File: src/rtl/mri_pkg.sv
// Shared types and size arithmetic for the memory port request issuer.
// Assumes size codes 1..5 double a 4-word (128-bit) line for each step.
package mri_pkg;
    localparam int SIZE_W = 3;
    typedef logic [SIZE_W-1:0] size_code_t;

    // Number of data bits moved by one transfer of the given code.
    function automatic int unsigned xfer_bits(size_code_t code, int unsigned port_w);
        if (code == '0) return port_w;
        return 32'd128 << (code - 1'b1);
    endfunction

    // True when the code is one the port can issue.
    function automatic logic code_ok(size_code_t code, logic big_en);
        return (code <= 3'd4) || ((code == 3'd5) && big_en);
    endfunction
endpackage

File: src/rtl/mri_size_check.sv
// Checks a command's size code and the alignment of its address to the burst.
// Purely combinational; assumes ADDR_W is wide enough for the largest burst.
module mri_size_check
    import mri_pkg::*;
#(
    parameter int ADDR_W       = 32,
    parameter int PORT_W       = 32,
    parameter bit BIG_BURST_EN = 1'b1
) (
    input  logic [ADDR_W-1:0] addr,
    input  size_code_t        size,
    output logic              good
);
    logic [ADDR_W-1:0] low_mask;
    logic              supported;

    // Derive the byte mask of the burst and judge the command.
    always_comb begin
        supported = code_ok(size, BIG_BURST_EN);
        low_mask  = ADDR_W'(xfer_bits(size, PORT_W) / 8 - 1);
        good      = supported && ((addr & low_mask) == '0);
    end
endmodule

File: src/rtl/mri_rmw_decide.sv
// Decides whether a write must be issued as a read-modify-write.
// Only active when ECC is configured; reads never need it.
module mri_rmw_decide
    import mri_pkg::*;
#(
    parameter int PORT_W = 32,
    parameter int MEM_DW = 64,
    parameter bit ECC_EN = 1'b1
) (
    input  logic       is_read,
    input  size_code_t size,
    input  logic       be_full,
    output logic       rmw
);
    localparam int unsigned MIN_BITS = MEM_DW * 4;

    generate
        if (ECC_EN) begin : g_ecc
            // Short transfers and partial byte coverage both need a merge.
            always_comb rmw = !is_read &&
                              ((xfer_bits(size, PORT_W) < MIN_BITS) || !be_full);
        end else begin : g_no_ecc
            // Without ECC the memory masks bytes itself.
            always_comb rmw = 1'b0;
        end
    endgenerate
endmodule

File: src/rtl/mri_addr_phase.sv
// Address-phase register: holds one request until the one-cycle acknowledge,
// and reloads in the acknowledge cycle when another command is waiting.
module mri_addr_phase
    import mri_pkg::*;
#(
    parameter int ADDR_W = 32
) (
    input  logic              clk,
    input  logic              rst_n,
    input  logic              load,
    input  logic              ack,
    input  logic [ADDR_W-1:0] in_addr,
    input  logic              in_rnw,
    input  size_code_t        in_size,
    input  logic              in_rmw,
    output logic              open,
    output logic              req,
    output logic [ADDR_W-1:0] req_addr,
    output logic              req_rnw,
    output size_code_t        req_size,
    output logic              req_rmw
);
    // A slot is free when idle or when the current request is acknowledged now.
    always_comb open = !req || ack;

    // Load, hold or retire the request.
    always_ff @(posedge clk) begin
        if (!rst_n) begin
            req      <= 1'b0;
            req_addr <= '0;
            req_rnw  <= 1'b0;
            req_size <= '0;
            req_rmw  <= 1'b0;
        end else if (load) begin
            req      <= 1'b1;
            req_addr <= in_addr;
            req_rnw  <= in_rnw;
            req_size <= in_size;
            req_rmw  <= in_rmw;
        end else if (ack) begin
            req      <= 1'b0;
        end
    end

    p_hold_until_ack_r3: assert property (@(posedge clk) disable iff (!rst_n)
        (req && !ack) |=> (req && $stable(req_addr) && $stable(req_rnw) &&
                           $stable(req_size) && $stable(req_rmw)));

    p_drop_after_ack_r4: assert property (@(posedge clk) disable iff (!rst_n)
        (req && ack && !load) |=> !req);

    p_read_no_rmw_r10: assert property (@(posedge clk) disable iff (!rst_n)
        (req && req_rnw) |-> !req_rmw);
endmodule

File: src/rtl/mri_fifo_gate.sv
// Gates write pushes and read pops on controller initialization.
// Byte enables are forced to zero whenever no push happens.
module mri_fifo_gate #(
    parameter int PORT_W = 32
) (
    input  logic                  init_done,
    input  logic                  wr_valid,
    input  logic [PORT_W-1:0]     wr_data,
    input  logic [PORT_W/8-1:0]   wr_be,
    input  logic                  rd_want,
    output logic                  wr_ready,
    output logic                  wfifo_push,
    output logic [PORT_W-1:0]     wfifo_data,
    output logic [PORT_W/8-1:0]   wfifo_be,
    output logic                  rfifo_pop
);
    // Pass traffic only after initialization.
    always_comb begin
        wr_ready   = init_done;
        wfifo_push = init_done && wr_valid;
        wfifo_data = wr_data;
        wfifo_be   = wfifo_push ? wr_be : '0;
        rfifo_pop  = init_done && rd_want;
    end
endmodule

File: src/rtl/mem_req_issuer.sv
// Request issuer for one client port of a multi-port memory controller.
// Runs on the controller clock; validates commands, drives the request/ack
// address phase, flags read-modify-write and gates FIFO traffic on init.
module mem_req_issuer
    import mri_pkg::*;
#(
    parameter int ADDR_W       = 32,
    parameter int PORT_W       = 32,
    parameter int MEM_DW       = 64,
    parameter bit ECC_EN       = 1'b1,
    parameter bit BIG_BURST_EN = 1'b1
) (
    input  logic                clk,
    input  logic                rst_n,
    input  logic                init_done,
    input  logic                cmd_valid,
    output logic                cmd_ready,
    input  logic [ADDR_W-1:0]   cmd_addr,
    input  logic                cmd_read,
    input  logic [2:0]          cmd_size,
    input  logic                cmd_be_full,
    output logic                req,
    output logic [ADDR_W-1:0]   req_addr,
    output logic                req_rnw,
    output logic [2:0]          req_size,
    output logic                req_rmw,
    input  logic                ack,
    output logic                err_sticky,
    input  logic                wr_valid,
    output logic                wr_ready,
    input  logic [PORT_W-1:0]   wr_data,
    input  logic [PORT_W/8-1:0] wr_be,
    output logic                wfifo_push,
    output logic [PORT_W-1:0]   wfifo_data,
    output logic [PORT_W/8-1:0] wfifo_be,
    input  logic                rd_want,
    output logic                rfifo_pop
);
    logic cmd_good;
    logic cmd_rmw;
    logic take;
    logic load;

    mri_size_check #(.ADDR_W(ADDR_W), .PORT_W(PORT_W), .BIG_BURST_EN(BIG_BURST_EN)) u_chk (
        .addr(cmd_addr), .size(cmd_size), .good(cmd_good)
    );

    mri_rmw_decide #(.PORT_W(PORT_W), .MEM_DW(MEM_DW), .ECC_EN(ECC_EN)) u_rmw (
        .is_read(cmd_read), .size(cmd_size), .be_full(cmd_be_full), .rmw(cmd_rmw)
    );

    // A command is taken whenever the slot is open; only good ones load.
    always_comb begin
        take = cmd_valid && cmd_ready;
        load = take && cmd_good;
    end

    mri_addr_phase #(.ADDR_W(ADDR_W)) u_ap (
        .clk(clk), .rst_n(rst_n), .load(load), .ack(ack),
        .in_addr(cmd_addr), .in_rnw(cmd_read), .in_size(cmd_size), .in_rmw(cmd_rmw),
        .open(cmd_ready), .req(req), .req_addr(req_addr), .req_rnw(req_rnw),
        .req_size(req_size), .req_rmw(req_rmw)
    );

    // Record any rejected command until reset.
    always_ff @(posedge clk) begin
        if (!rst_n)                 err_sticky <= 1'b0;
        else if (take && !cmd_good) err_sticky <= 1'b1;
    end

    mri_fifo_gate #(.PORT_W(PORT_W)) u_gate (
        .init_done(init_done), .wr_valid(wr_valid), .wr_data(wr_data), .wr_be(wr_be),
        .rd_want(rd_want), .wr_ready(wr_ready), .wfifo_push(wfifo_push),
        .wfifo_data(wfifo_data), .wfifo_be(wfifo_be), .rfifo_pop(rfifo_pop)
    );

    p_bad_not_issued_r6: assert property (@(posedge clk) disable iff (!rst_n)
        (!req && cmd_valid && !cmd_good) |=> !req);

    p_err_sticky_r13: assert property (@(posedge clk) disable iff (!rst_n)
        err_sticky |=> err_sticky);

    p_no_traffic_before_init_r11: assert property (@(posedge clk) disable iff (!rst_n)
        !init_done |-> (!wfifo_push && !rfifo_pop));
endmodule

File: config.mk
export PLATFORM = sky130hd
export DESIGN_NAME = mem_req_issuer
export DESIGN_NICKNAME = d
export VERILOG_FILES = /design/src/rtl/mri_pkg.sv /design/src/rtl/mri_size_check.sv /design/src/rtl/mri_rmw_decide.sv /design/src/rtl/mri_addr_phase.sv /design/src/rtl/mri_fifo_gate.sv /design/src/rtl/mem_req_issuer.sv
export SDC_FILE = /design/constraint.sdc
export NUM_CORES = 1
export LEC_CHECK = 0
export ABC_AREA = 1
export BUFFER_PORTS_ARGS = -buffer_cell sky130_fd_sc_hd__buf_2
export CORE_MARGIN = 2
export CORE_UTILIZATION = 46
export DETAILED_ROUTE_END_ITERATION = 8
export PLACE_DENSITY_LB_ADDON = 0.2
export SKIP_LAST_GASP = 1
export SLEW_MARGIN = 25
export SYNTH_ARGS = -nofsm -noshare
export SYNTH_HDL_FRONTEND = slang
export SYNTH_SLANG_ARGS = --single-unit
File: constraint.sdc
create_clock -name clk -period 3 [get_ports clk]
set_input_delay 0.6 -clock clk [delete_from_list [all_inputs] [get_ports clk]]
set_output_delay 0.6 -clock clk [all_outputs]
set_load 0.05 [all_outputs]
==> reports/qor.yml, run 1 <==
route:
  first_pass_iters: 4
  drc: 0
  antenna_left: 0
  drt_iter0_drc: 89
  drt-vias-per-instance: 4.20
  routed_wl_um: 5210
  vias: 2190
  wl_per_cell_um: 10.0
timing:
  fin_crit_sh: 0.619
  max_slew_margin: 0.473
  setup_viol: 0
  report.final.slew_viol_count: 0
  worstMarginPinSlew_ps: 788
  timing.fmax_mhz: 538
  rsz0062_at_grt: "no"
  min_period_ps: 1860
  skew_ps: 5.53
  tns_ps: 0
  finalHoldViolations: 0
floorplanning:
  die_w_um: 76.5
  pin_count: 159
  die_h_um: 76.5
  dieArea_um2: 5850
  core-area_um2: 5070
  start_util: 0.476
  row_count: 26
yosys:
  yosys_warnings: 0
  syn_inst: 396
  synth_edf_count: 0
  synthesis.area_um2: 2410
  synth_flop_cell: "dfxtp_1"
  synth_nets: 477
  ys_seq_area_frac: 0.323
  ys_seq_elements: 39
  yosysUniqueCellTypes: 20
  syn_avg_cell_area_um2: 6.10
  async_flop_share: 0
worst_setup_path:
  critPathLaunch: "cmd_size[2]"
  crit_path_end: "u_ap.req_size[2]$_SDFFE_PN0P_"
  cp.required_ps: 3190
  critPathKind: "input pin to register"
  r2r_slack_ps: 1490
  worst_r2r_startpoint: "u_ap.req$_SDFFE_PN0P_"
  worst-path-max-fanout: 36
  critical_path_arrival_ps: 2050
  r2r-end: "u_ap.req_addr[16]$_SDFFE_PN0P_"
  cp-start-kind: "input pin"
  reg2reg_depth: 6
  endpoint_kind: "register"
clock_tree:
  cts_hold_buf: 0
  htreeDepth: 2
  cts_made_buffers: 5
  post_cts_resized: 0
  path_clk_slew_ps: 80
  cts_setup_buffers: 0
  cts_sinks: 39
  clock-root-buffer: "clkbuf_8"
  clock_latency_ps: 290
  clock_path_buffers: 2
  cts_tree: "built"
placement:
  place.gp.congestion: 0.740
  numPortBuffers: 94
  hpwl_um: 3540
  place_area_um2: 2660
power_and_ir_drop:
  ir_worst_vdd_mv: 0.226
  p_leak_nw: 1.69
  power.density_nw_per_um2: 382
  fin_total_pwr_w: 0.00105
run_status:
  status: "finished, final reports clean"
final_layout:
  nNetsFinal: 531
  nFillCells: 559
  regArea_um2: 781
  area_delta_synth_final_pct: 13.8
  multi_input_area_um2: 860
  n_antenna_cell: 0
  mostFrequentLayoutCells: "inv_1 (118), buf_2 (94), nand2_1 (92)"
  final_common_cell: "inv_1"
  final_area_um2: 2750
  drive_above_1_share: 0.242
grt:
  grt_pass1_wl_um: 8490
  grt_pass1_vias: 1945
  grt_max_degree: 37
  grt-ovfl-total: 0
  grt_use_total: 0.173
  antenna_found_initial: 0
worst_hold_path:
  min_path_type: "register to register"
  min_delay_path_depth: 2
job:
  max_cap_viol_count: 0
[routing by layer]
| metal | part of all wire | global-route usage | vias to the layer above | wire length (µm) |
|---|---|---|---|---|
| met5 | 0 | 0 | - | 0 |
| met4 | 0.0052 | 0.0345 | 0 | 27 |
| met3 | 0.073 | 0.0474 | 4 | 381 |
| met2 | 0.46 | 0.297 | 73 | 2400 |
| met1 | 0.46 | 0.219 | 906 | 2400 |
| li1 | - | - | 1207 | - |
[where the power goes]
group | internal [W] | switching [W] | total (W)
clock network | 0.000163 | 0.000195 | 0.000358
logic | 0.0000541 | 0.000115 | 0.000169
registers | 0.000522 | 0.00000245 | 0.000525
total | 0.000739 | 0.000312 | 0.00105
[final cells by class]
cell class	count	area share
timing repair buffer	97	0.179
sequential	39	0.284
clock buffer	6	0.0264
clock inverter	2	0.00455
inverter	118	0.161
multi-input combinational	189	0.313
tap	70	0.0319
[registers in the layout, summed over array words and instances, names as in the netlist]
name and cells:
u_ap.req_rnw 1, u_ap.req_addr 32, err_sticky 1, u_ap.req_size 3
u_ap.req_rmw 1, u_ap.req 1
[kinds of logic (layout without fill, tap and decap cells)]
| family | after synthesis | after routing | share of synthesized area |
|---|---|---|---|
| compound gates | 6 | 6 | 0.0197 |
| fa+ha+maj | 1 | 1 | 0.00518 |
| buf+inv | 168 | 223 | 0.324 |
| flops | 39 | 39 | 0.323 |
| other cells | 2 | 2 | 0.00311 |
| simple gates | 180 | 180 | 0.325 |
[how the worst min path moves through the flow]
stage | from | to
6_report | u_ap.req_addr[0]$_SDFFE_PN0P_ | u_ap.req_addr[0]$_SDFFE_PN0P_
4_1_cts | u_ap.req_addr[0]$_SDFFE_PN0P_ | u_ap.req_addr[0]$_SDFFE_PN0P_
2_1_floorplan | u_ap.req_addr[0]$_SDFFE_PN0P_ | u_ap.req_addr[0]$_SDFFE_PN0P_
5_1_grt | u_ap.req_addr[0]$_SDFFE_PN0P_ | u_ap.req_addr[0]$_SDFFE_PN0P_
3_3_place_gp | u_ap.req_addr[1]$_SDFFE_PN0P_ | u_ap.req_addr[1]$_SDFFE_PN0P_
3_5_place_dp | u_ap.req_addr[0]$_SDFFE_PN0P_ | u_ap.req_addr[0]$_SDFFE_PN0P_
[per-stage QoR]
stage | util | worst slack (ps) | cells | hold slack, ps
after global routing | 0.542 | 957 | 521 | 464
after detailed placement | 0.525 | 830 | 513 | 429
after global placement | 0.525 | 883 | 513 | 429
after floorplan | - | 1050 | 396 | 660
final | 0.542 | 1140 | 521 | 447
after CTS | 0.542 | 1140 | 521 | 444
[worst max-delay path: stages]
cell     delay (ps)
buf_2           140
nor2_2          120
nor2_1           50
nor2_1           90
nand2_1          90
nor2_4          610
nand4_1         190
nand2_1         100
nor2_1           40
[synthesized netlist by cell type (2+ instances only)]
library cell,instances,area share
nand2_1,92,0.14
nand4_1,35,0.091
buf_1,4,0.0062
nor2_1,48,0.075
inv_1,118,0.18
conb_1,2,0.0031
dfxtp_1,39,0.32
o21ai_0,2,0.0041
buf_4,33,0.10
buf_6,3,0.014
buf_2,4,0.0083
clkbuf_1,6,0.0093
a21oi_1,2,0.0041
nand3_1,2,0.0041
Note: power is estimated with default switching activity, not from simulation.
==> run 2: changes to the inputs <==
- ABC_AREA: 1 -> 0
- CORE_UTILIZATION: 46 -> 39
- clock period: 3 -> 1.8 ns (I/O delays scaled with it)
==> run 2 against run 1 <==
Effect of this change: worst hold slack worse by 140 ps; via count decreased by 30%; core utilization shrank 5.5 points; power rose by 70%; register-to-register slack got worse by 1100 ps; sequential share of layout area up 5.3 points; critical path type is now register to output port; largest cell class unchanged.
==> reports/qor.yml, run 2 <==
clock_tree:
  cts_setup_buffers: 0  # unchanged
  clock_path_buffers: 2  # unchanged
  path_clk_slew_ps: 80  # about the same
  cts_sinks: 39  # unchanged
  htreeDepth: 2  # unchanged
  cts_hold_buf: 0  # unchanged
  cts_tree: "built"
  cts_made_buffers: 5  # unchanged
  clock-root-buffer: "clkbuf_8"
  clock_latency_ps: 290  # about the same
  post_cts_resized: 0  # unchanged
placement:
  place.gp.congestion: 0.743  # +0.34%
  numPortBuffers: 94  # unchanged
  dp_cells: 335  # -35%
  pre_cts_slack_ps: -7.06  # -837 ps
  hpwl_um: 2740  # -23%
yosys:
  yosys-top-cells-area: "dfxtp_1 (40%), mux2i_1 (18%), nand2_1 (14%)"
  synth_edf_count: 0  # unchanged
  syn_inst: 216  # -45%
  yosysUniqueCellTypes: 27  # +35%
  synth_commonest_cells: "nand2_1 (71), dfxtp_1 (39), mux2i_1 (35), buf_4 (33), clkbuf_1 (8)"
  synthesis.area_um2: 1950  # -19%
  syn_avg_cell_area_um2: 9.02  # +48%
  yosysMostFrequentCell: "nand2_1"
  synth_top_area_frac: 0.401  # +0.0775
  async_flop_share: 0  # unchanged
  synth_flop_cell: "dfxtp_1"
  ys_seq_elements: 39  # unchanged
  yosysTopAreaCell: "dfxtp_1"
  synth_nets: 297  # -38%
  ys_seq_area_frac: 0.401  # +0.0775
  yosys_warnings: 0  # unchanged
timing:
  tns_ps: 0  # unchanged
  finalHoldViolations: 0  # unchanged
  report.final.slew_viol_count: 0  # unchanged
  timing.fmax_mhz: 646
  skew_ps: 9.82  # +4.29 ps
  setup_viol: 0  # unchanged
  setup_slack_ps: 251  # -891 ps
  fin_crit_sh: 0.861
  rsz0062_at_grt: "no"
  min_period_ps: 1550
final_layout:
  post_layout_nonfiller_instances: 343  # -34%
  top_regs: "u_ap.req_addr: 32 flops, u_ap.req_size: 3 flops"
  area_delta_synth_final_pct: 18.8
  nFillCells: 512  # -8.4%
  drive_above_1_share: 0.413  # +0.171
  top_register: "u_ap.req_addr"
  multi_input_area_um2: 815  # -5.2%
  final_util: 0.487  # -0.0551
  mostFrequentLayoutCells: "buf_2 (94), nand2_1 (71), dfxtp_1 (39)"
  nNetsFinal: 356  # -33%
  final_common_cell: "buf_2"
  regArea_um2: 781  # unchanged
  n_antenna_cell: 0  # unchanged
  largest_reg_flops: 32  # unchanged
floorplanning:
  die_h_um: 74.7  # -2.3%
  die_w_um: 74.7  # -2.3%
  start_util: 0.410  # -0.0661
  dieArea_um2: 5580  # -4.6%
  row_count: 25  # -3.8%
  pin_count: 159  # unchanged
  core-area_um2: 4750  # -6.3%
worst_setup_path:
  worst_r2r_startpoint: "u_ap.req$_SDFFE_PN0P_"
  cp_cell_sequence: "or2b_2 -> buf_2"
  critPathKind: "register to output port"
  cp.required_ps: 1440  # -1750 ps
  reg2reg_depth: 4  # -2
  crit_path_end: "cmd_ready"
  endpoint_kind: "output port"
  worst-path-max-fanout: 4  # -89%
  critPathLaunch: "u_ap.req$_SDFFE_PN0P_"
  slowest_stage: "dfxtp_1"
  cp-start-kind: "register"
  crit_path_max_incr_delay_ps: 340  # -270 ps
  r2r_slack_ps: 420  # -1070 ps
  r2r-end: "u_ap.req_addr[14]$_SDFFE_PN0P_"
  critical_path_arrival_ps: 1190  # -860 ps
route:
  drt-vias-per-instance: 4.49  # +6.9%
  drc: 0  # unchanged
  wl_per_cell_um: 11.2  # +12%
  vias: 1541  # -30%
  antenna_left: 0  # unchanged
  first_pass_iters: 4  # unchanged
  drt_iter0_drc: 58  # -35%
  routed_wl_um: 3830  # -26%
grt:
  grt_max_degree: 75  # +100%
  grt-ovfl-total: 0  # unchanged
  antenna_found_initial: 0  # unchanged
  grt_pass1_vias: 1475  # -24%
  grt_use_total: 0.140  # -0.0333
  grt_pass1_wl_um: 6150  # -28%
power_and_ir_drop:
  p_leak_nw: 1.38  # -18%
  ir_worst_vdd_mv: 0.331  # +47%
  power.density_nw_per_um2: 773  # +100%
job:
  max_cap_viol_count: 0  # unchanged
worst_hold_path:
  min_path_type: "input pin to register"
run_status:
  status: "finished, final reports clean"
-- run 2: cell count changes in the layout (fill, tap and decap cells not counted), sizes merged, moves of 2 or more --
cell | before | now
inv | 118 | 1
and2 | 0 | 2
nand2 | 92 | 71
o21ai | 3 | 1
nand4 | 36 | 1
mux2i | 0 | 35
and3 | 0 | 6
nor2 | 50 | 0
-- run 2: cell type report --
| type | instances | share of cell area |
|---|---|---|
| Clock buffer | 5 | 0.0297 |
| Multi-Input combinational cell | 131 | 0.352 |
| Timing Repair Buffer | 97 | 0.224 |
| Sequential cell | 39 | 0.337 |
| Inverter | 1 | 0.00162 |
| Clock inverter | 3 | 0.0189 |
| Tap cell | 67 | 0.0362 |
-- run 2: stage by stage --
step           hold slack [ps]  total power, W  instance area (µm²)
4_1_cts                    294         0.00181                 2310
2_1_floorplan              499         0.00120                 1950
6_report                   305         0.00179                 2310
5_1_grt                    302         0.00187                 2310
3_3_place_gp               444         0.00109                 2200
3_5_place_dp               448         0.00109                 2200
-- run 2: metal layers --
layer | track usage | share of wire
met5 | 0 | 0
met4 | 0.0476 | 0.011
met3 | 0.0723 | 0.13
met2 | 0.211 | 0.40
met1 | 0.173 | 0.46
-- run 2: worst min path at each step --
| stage | end | slack, ps | cells after the start | start |
|---|---|---|---|---|
| final | u_ap.req_addr[16]$_SDFFE_PN0P_ | 300 | 3 | cmd_addr[16] |
| after detailed placement | err_sticky$_SDFFE_PN0P_ | 450 | 1 | err_sticky$_SDFFE_PN0P_ |
| after floorplan | u_ap.req_addr[10]$_SDFFE_PN0P_ | 500 | 2 | cmd_addr[10] |
| after global placement | u_ap.req_addr[27]$_SDFFE_PN0P_ | 440 | 2 | u_ap.req_addr[27]$_SDFFE_PN0P_ |
| after CTS | u_ap.req_addr[16]$_SDFFE_PN0P_ | 290 | 3 | cmd_addr[16] |
| after global routing | u_ap.req_addr[22]$_SDFFE_PN0P_ | 300 | 3 | cmd_addr[22] |
-- run 2: cell families after synthesis --
group	synth area share
and+or+nand+nor	0.181
adders and majority gates	0.00642
buffers and inverters	0.181
other	0.00386
AOI/OAI and AO/OA	0.0469
muxes	0.180
DFF	0.401
-- run 2: critical path, delay by kind of cell, from the launching register on --
| family | cells | cell delay (ps) |
|---|---|---|
| buffers and inverters | 1 | 220 |
| and+or+nand+nor | 1 | 340 |
| DFF | 1 | 340 |
-- run 2: power by group --
group          total (W)  internal [W]  switching (W)  leakage, nW
sequential      0.000871      0.000868     0.00000288        0.314
clock           0.000716      0.000412       0.000303       0.0581
combinational   0.000201     0.0000786       0.000122         1.01
